===== config.mk =====
export PLATFORM = sky130hd
export DESIGN_NAME = ext_mem_bridge
export DESIGN_NICKNAME = d
export VERILOG_FILES = /design/src/rtl/ext_mem_bridge.sv
export SDC_FILE = /design/constraint.sdc
export NUM_CORES = 1
export LEC_CHECK = 0
export CELL_PAD_IN_SITES_DETAIL_PLACEMENT = 1
export CELL_PAD_IN_SITES_GLOBAL_PLACEMENT = 2
export CORE_ASPECT_RATIO = 0.9
export CORE_MARGIN = 5
export CORE_UTILIZATION = 30
export CTS_BUF_LIST = sky130_fd_sc_hd__clkbuf_16
export DETAILED_ROUTE_END_ITERATION = 10
export GPL_ROUTABILITY_DRIVEN = 0
export HOLD_SLACK_MARGIN = 0.15
export PLACE_DENSITY = 0.78
export SLEW_MARGIN = 30
export SYNTH_ARGS = -nofsm -noshare
export SYNTH_HDL_FRONTEND = slang
export SYNTH_SLANG_ARGS = --single-unit
export TNS_END_PERCENT = 5

===== constraint.sdc =====
create_clock -name hclk -period 6.9 [get_ports hclk]
set_input_delay 1.725 -clock hclk [delete_from_list [all_inputs] [get_ports hclk]]
set_output_delay 1.725 -clock hclk [all_outputs]
set_load 0.01 [all_outputs]

===== src/rtl/ext_mem_bridge.sv =====
module ext_mem_bridge #(
  parameter int          DW       = 16,
  parameter logic [31:0] WIN_BASE = 32'h7000_0000,
  parameter int          WIN_BITS = 27,
  parameter int          CS_BIT   = 26
) (
  input  logic                                  hclk,
  input  logic                                  hresetn,
  input  logic                                  hsel,
  input  logic [31:0]                           haddr,
  input  logic [1:0]                            htrans,
  input  logic                                  hwrite,
  input  logic [2:0]                            hsize,
  input  logic [2:0]                            hburst,
  input  logic [31:0]                           hwdata,
  input  logic                                  hready,
  output logic                                  hreadyout,
  output logic                                  hresp,
  output logic [31:0]                           hrdata,
  output logic [CS_BIT-$clog2(DW/8)-1:0]        mem_addr,
  output logic [1:0]                            mem_cs_n,
  output logic                                  mem_oe_n,
  output logic [DW/8-1:0]                       mem_be_n,
  output logic [DW-1:0]                         mem_dq_o,
  output logic                                  mem_dq_oe,
  input  logic [DW-1:0]                         mem_dq_i
);
  localparam int BW = DW / 8;
  localparam int SH = $clog2(BW);
  localparam int OW = CS_BIT;
  localparam int AW = OW - SH;

  logic          busy, wr, csel, fresh;
  logic [1:0]    ph;
  logic [OW-1:0] cur_a, start_a, end_a;
  logic [31:0]   wbuf, rbuf;
  logic [BW-1:0] lane_en;

  function automatic logic [1:0] lane_of(input logic [OW-1:0] base, input int j);
    return base[1:0] + 2'(j);
  endfunction

  wire in_win    = haddr[31:WIN_BITS] == WIN_BASE[31:WIN_BITS];
  wire take      = hsel & hready & htrans[1] & in_win & (hburst == 3'b000) & (hsize <= 3'd2);
  wire last_beat = cur_a[OW-1:SH] == end_a[OW-1:SH];

  always_comb
    for (int j = 0; j < BW; j++)
      lane_en[j] = (cur_a + OW'(j) >= start_a) && (cur_a + OW'(j) <= end_a);

  always_comb
    for (int j = 0; j < BW; j++)
      mem_dq_o[8*j +: 8] = wbuf[8*lane_of(cur_a, j) +: 8];

  always_ff @(posedge hclk or negedge hresetn)
    if (!hresetn) begin
      busy    <= 1'b0;
      ph      <= 2'd0;
      wr      <= 1'b0;
      csel    <= 1'b0;
      fresh   <= 1'b0;
      cur_a   <= '0;
      start_a <= '0;
      end_a   <= '0;
      wbuf    <= '0;
      rbuf    <= '0;
    end else begin
      if (busy) begin
        ph <= ph + 2'd1;
        if (fresh) begin
          wbuf  <= hwdata;
          fresh <= 1'b0;
        end
        if (ph == 2'd2 && !wr)
          for (int j = 0; j < BW; j++)
            if (lane_en[j]) rbuf[8*lane_of(cur_a, j) +: 8] <= mem_dq_i[8*j +: 8];
        if (ph == 2'd3) begin
          if (last_beat) busy  <= 1'b0;
          else           cur_a <= cur_a + OW'(BW);
        end
      end
      if (take) begin
        busy    <= 1'b1;
        ph      <= 2'd0;
        wr      <= hwrite;
        fresh   <= hwrite;
        csel    <= haddr[CS_BIT];
        start_a <= haddr[OW-1:0];
        end_a   <= haddr[OW-1:0] + ((OW'(1) << hsize) - OW'(1));
        cur_a   <= haddr[OW-1:0] & ~OW'(BW - 1);
        rbuf    <= '0;
      end
    end

  assign hreadyout = !busy || (ph == 2'd3 && last_beat);
  assign hresp     = 1'b0;
  assign hrdata    = rbuf;
  assign mem_addr  = cur_a[OW-1:SH];
  assign mem_cs_n  = !busy ? 2'b11 : (csel ? 2'b01 : 2'b10);
  assign mem_oe_n  = !(busy && !wr && (ph == 2'd1 || ph == 2'd2));
  assign mem_be_n  = (busy && wr && ph == 2'd2) ? ~lane_en : {BW{1'b1}};
  assign mem_dq_oe = busy && wr && (ph != 2'd0);
endmodule



==> run summary <==
The worst path required time is 5180 ps. The number of top-level pins is 174. The number of antenna violations at the first check in global routing is 0. The routed length per instance is 17.9 µm.

The TritonCTS sink count came out at 147. Derived from the worst setup path, the maximum achievable clock frequency is 0.186 GHz. Of all nets on the critical path, the largest fanout is 7. The setup TNS came out at 0 ps. The height of the die is 184 µm. The number of DRC violations after detailed-routing iteration 0 is 303. The latest clock arrival within the worst-skew pair came out at 450 ps. The leading area contributor after synthesis is sky130_fd_sc_hd__dfrtp_1. The antenna cell count is 0. Across the run, the number of max-cap violations was 0.

The hold violation count in the final report is 0. The count of warnings emitted by yosys came out at 0. The placeable core region came out at 0.0330 mm². The tightest min-delay check is of the reg -> reg type. Using the TritonRoute via totals, the vias-per-cell ratio works out to 4.98.

The routed design has 29.8 mm of wire. The area added between synthesis and finish is 26.7%. The met1 capacity usage during global routing came out at 0.215. The number of max-slew violations in the final report came out at 0. The leakage power came out at 0.00603 µW. The initial cell density of the core came out at 0.304. The count of flip-flops with a built-in enable after synthesis is 0. The proportion of layout cells with a drive suffix above 1 is 0.0897. The share of the synthesized area in the top cell type is 0.366. The post-route minimum period came out at 5390 ps. The fraction of registers with async set or reset after synthesis came out at 1.00. The synthesized flop and latch total came out at 147. The met3 track utilization from global routing is 0.0288. The area of combinational cells with multiple inputs is 0.00579 mm².

The number of placed instances, taps included, is 1628. The worst-case IR drop observed on VDD is 0.000188 V. Detailed placement ended at an HPWL of 23.1 mm. The area used by sequential logic in the layout came out at 0.00368 mm². At the pin with the least slew margin, the transition time is 842 ps. The run finished with clean final reports.

TritonCTS built the clock tree. The overall die area came out at 0.0372 mm². The count of mapped cells out of synthesis came out at 1079. The clock edge transition at the registers on the reported setup and hold paths is 70 ps. The final instance count without filler cells is 1660.

The residual overflow from global routing came out at 0. The tree is rooted in a sky130_fd_sc_hd__clkbuf_16. The kind of capture point of the worst setup path is an output pin. The setup path with the least slack is of type reg -> out. The total of fill cells in the finished design is 3779. The total CTS buffers is 17. The worst pin sits at a relative slew slack of 0.439.

The part of the Yosys area used for sequential elements is 0.366. The pin count of the biggest net entering global routing came out at 86. The number of buffers added on ports came out at 171. The post-synth design cell area is 0.0100 mm².

The number of iterations in the first detailed-routing pass is 4. The antenna violation net count after detailed routing is 0. Synthesis produced a netlist with a net count of 1303. The post-detailed-route DRC marker count is 0. The count of unique library cells instantiated by Yosys is 71. The portion of the clock cycle consumed by the worst path in the final layout came out at 0.781. Sorting the synthesized cells by area gives the leading types as sky130_fd_sc_hd__dfrtp_1 (37%), sky130_fd_sc_hd__ha_1 (16%), sky130_fd_sc_hd__nand2_1 (5.4%). The total via count after detailed routing came out at 8263. The average cell area after synthesis is 9.31 µm².

The layout net count is 1449. STA classifies the critical path startpoint as a flip-flop. The count of instances resized after the clock tree is built came out at 0. The met2 usage in global routing came out at 0.274.

The first-pass GRT wire length is 48.2 mm. The overall routing resource usage is 0.162. The deepest level of the CTS H-tree is 4. The global routing's busiest layer is met2. Setup repair after global routing left no endpoint under its margin. In this run the deepest clock path goes through 2 buffers. The via count of the first global-routing pass came out at 9003. The number of buffers inserted to repair setup after CTS is 0. The hold buffer count at cts came out at 0. The die extent in x came out at 203 µm. Across the routed clock network, the largest skew measured is 11.8 ps. The power density normalized to cell area came out at 196 mW/mm².

Among all flip-flop cells after synthesis, the most frequent one is sky130_fd_sc_hd__dfrtp_1. Setup violations remaining at the end of the flow were counted as 0. The data arrival time of the worst path is 3660 ps.

The count of standard-cell rows is 63.
-- final timing paths --
| path | start | endpoint | slack (ps) | depth (start not counted) |
|---|---|---|---|---|
| hold / removal | end_a[6]$_DFFE_PN0P_ | end_a[6]$_DFFE_PN0P_ | 480 | 2 |
| max in group asynchronous | hresetn | hrdata[25]$_DFFE_PN0P_ | 4160 | 2 |
| min in group asynchronous | hresetn | start_a[11]$_DFFE_PN0P_ | 1360 | 1 |
| hold reg to reg | end_a[6]$_DFFE_PN0P_ | end_a[6]$_DFFE_PN0P_ | 480 | 2 |
| setup reg to reg | cur_a[17]$_DFFE_PN0P_ | cur_a[8]$_DFFE_PN0P_ | 3480 | 8 |
| setup / recovery | cur_a[24]$_DFFE_PN0P_ | mem_be_n[1] | 1510 | 8 |
-- cell usage in the layout, fill, tap and decap left out, types with 6 or more instances in the layout --
| cell type | count |
|---|---|
| sky130_fd_sc_hd__xnor2_1 | 11 |
| sky130_fd_sc_hd__o21a_1 | 9 |
| sky130_fd_sc_hd__o2111ai_1 | 6 |
| sky130_fd_sc_hd__nand2b_1 | 8 |
| sky130_fd_sc_hd__a21oi_1 | 48 |
| sky130_fd_sc_hd__nand2_1 | 145 |
| sky130_fd_sc_hd__xor2_1 | 27 |
| sky130_fd_sc_hd__dfrtp_1 | 147 |
| sky130_fd_sc_hd__a21o_1 | 23 |
| sky130_fd_sc_hd__inv_1 | 102 |
| sky130_fd_sc_hd__nor2_1 | 32 |
| sky130_fd_sc_hd__o21ai_1 | 35 |
| sky130_fd_sc_hd__clkdlybuf4s50_1 | 170 |
| sky130_fd_sc_hd__buf_4 | 9 |
| sky130_fd_sc_hd__and3_1 | 15 |
| sky130_fd_sc_hd__nand4_1 | 21 |
| sky130_fd_sc_hd__a211oi_1 | 9 |
| sky130_fd_sc_hd__nor3_1 | 10 |
| sky130_fd_sc_hd__o21ai_0 | 57 |
| sky130_fd_sc_hd__ha_1 | 130 |
| sky130_fd_sc_hd__clkbuf_16 | 17 |
| sky130_fd_sc_hd__mux2i_1 | 34 |
| sky130_fd_sc_hd__nand3_1 | 22 |
| sky130_fd_sc_hd__mux2_2 | 48 |
-- synthesized netlist by cell type (5+ instances only) --
master,count
sky130_fd_sc_hd__dfrtp_1,147
sky130_fd_sc_hd__nand2_1,145
sky130_fd_sc_hd__ha_1,130
sky130_fd_sc_hd__inv_1,102
sky130_fd_sc_hd__o21ai_0,57
sky130_fd_sc_hd__a21oi_1,48
sky130_fd_sc_hd__mux2_2,48
sky130_fd_sc_hd__clkbuf_1,45
sky130_fd_sc_hd__o21ai_1,35
sky130_fd_sc_hd__mux2i_1,34
sky130_fd_sc_hd__nor2_1,32
sky130_fd_sc_hd__xor2_1,27
sky130_fd_sc_hd__a21o_1,23
sky130_fd_sc_hd__nand3_1,23
sky130_fd_sc_hd__nand4_1,21
sky130_fd_sc_hd__and3_1,16
sky130_fd_sc_hd__nor3_1,11
sky130_fd_sc_hd__xnor2_1,11
sky130_fd_sc_hd__a211oi_1,9
sky130_fd_sc_hd__o21a_1,9
sky130_fd_sc_hd__nand2b_1,8
sky130_fd_sc_hd__buf_1,6
sky130_fd_sc_hd__o2111ai_1,6
sky130_fd_sc_hd__a221o_1,5
sky130_fd_sc_hd__nand3b_1,5
sky130_fd_sc_hd__nor2b_1,5
sky130_fd_sc_hd__or4_1,5
-- where the power goes --
group / internal, µW / total [µW] / switching [µW]
clock network: 505 / 932 / 428
logic: 312 / 611 / 299
registers: 896 / 953 / 56.9
total: 1710 / 2500 / 783
-- cell type report --
class	count	area share
multi-input cells	777	0.455
flip-flops and latches	147	0.289
repair buffers	180	0.140
well taps	422	0.0415
clock buffers	17	0.0334
inverters	102	0.0301
clock inverters	15	0.0113
-- cells by family after synthesis --
group	Yosys count	synth area share
AOI/OAI and AO/OA	230	0.147
muxes	82	0.0877
adders and majority gates	131	0.164
xor gates and xnor gates	38	0.0331
buffers and inverters	155	0.0591
and+or+nand+nor	295	0.143
other	1	0.000373
DFF	147	0.366
-- registers in the layout, summed over array words and instances, names as in the netlist --
register / count
hrdata: 32
wbuf: 32
end_a: 26
start_a: 26
cur_a: 25
ph: 2
busy: 1
csel: 1
fresh: 1
wr: 1
-- metrics by stage --
step | hold WS (ps) | util | area (µm²) | worst slack (ps) | power (µW)
after floorplan | 441 | - | 10000 | 2090 | 1290
after global placement | 467 | 0.368 | 12200 | 1330 | 1580
after detailed placement | 475 | 0.368 | 12200 | 1240 | 1590
after CTS | 489 | 0.385 | 12700 | 1460 | 2540
after global routing | 511 | 0.385 | 12700 | 1350 | 2640
final | 485 | 0.385 | 12700 | 1510 | 2500
-- per-layer routing --
metal	vias up	share of wire
met5	-	0
li1	4074	-
met4	0	0.012
met2	90	0.48
met1	4080	0.48
met3	19	0.028
-- critical path: stages, from the launching register on --
cell and delay [ps]:
sky130_fd_sc_hd__dfrtp_1 500, sky130_fd_sc_hd__ha_1 380, sky130_fd_sc_hd__nand4_1 100, sky130_fd_sc_hd__or3_1 460, sky130_fd_sc_hd__a211oi_1 410, sky130_fd_sc_hd__o41ai_1 230
sky130_fd_sc_hd__a32oi_2 440, sky130_fd_sc_hd__nand4_1 140, sky130_fd_sc_hd__clkdlybuf4s50_1 540
No activity file was read; power rests on OpenSTA's default activity.
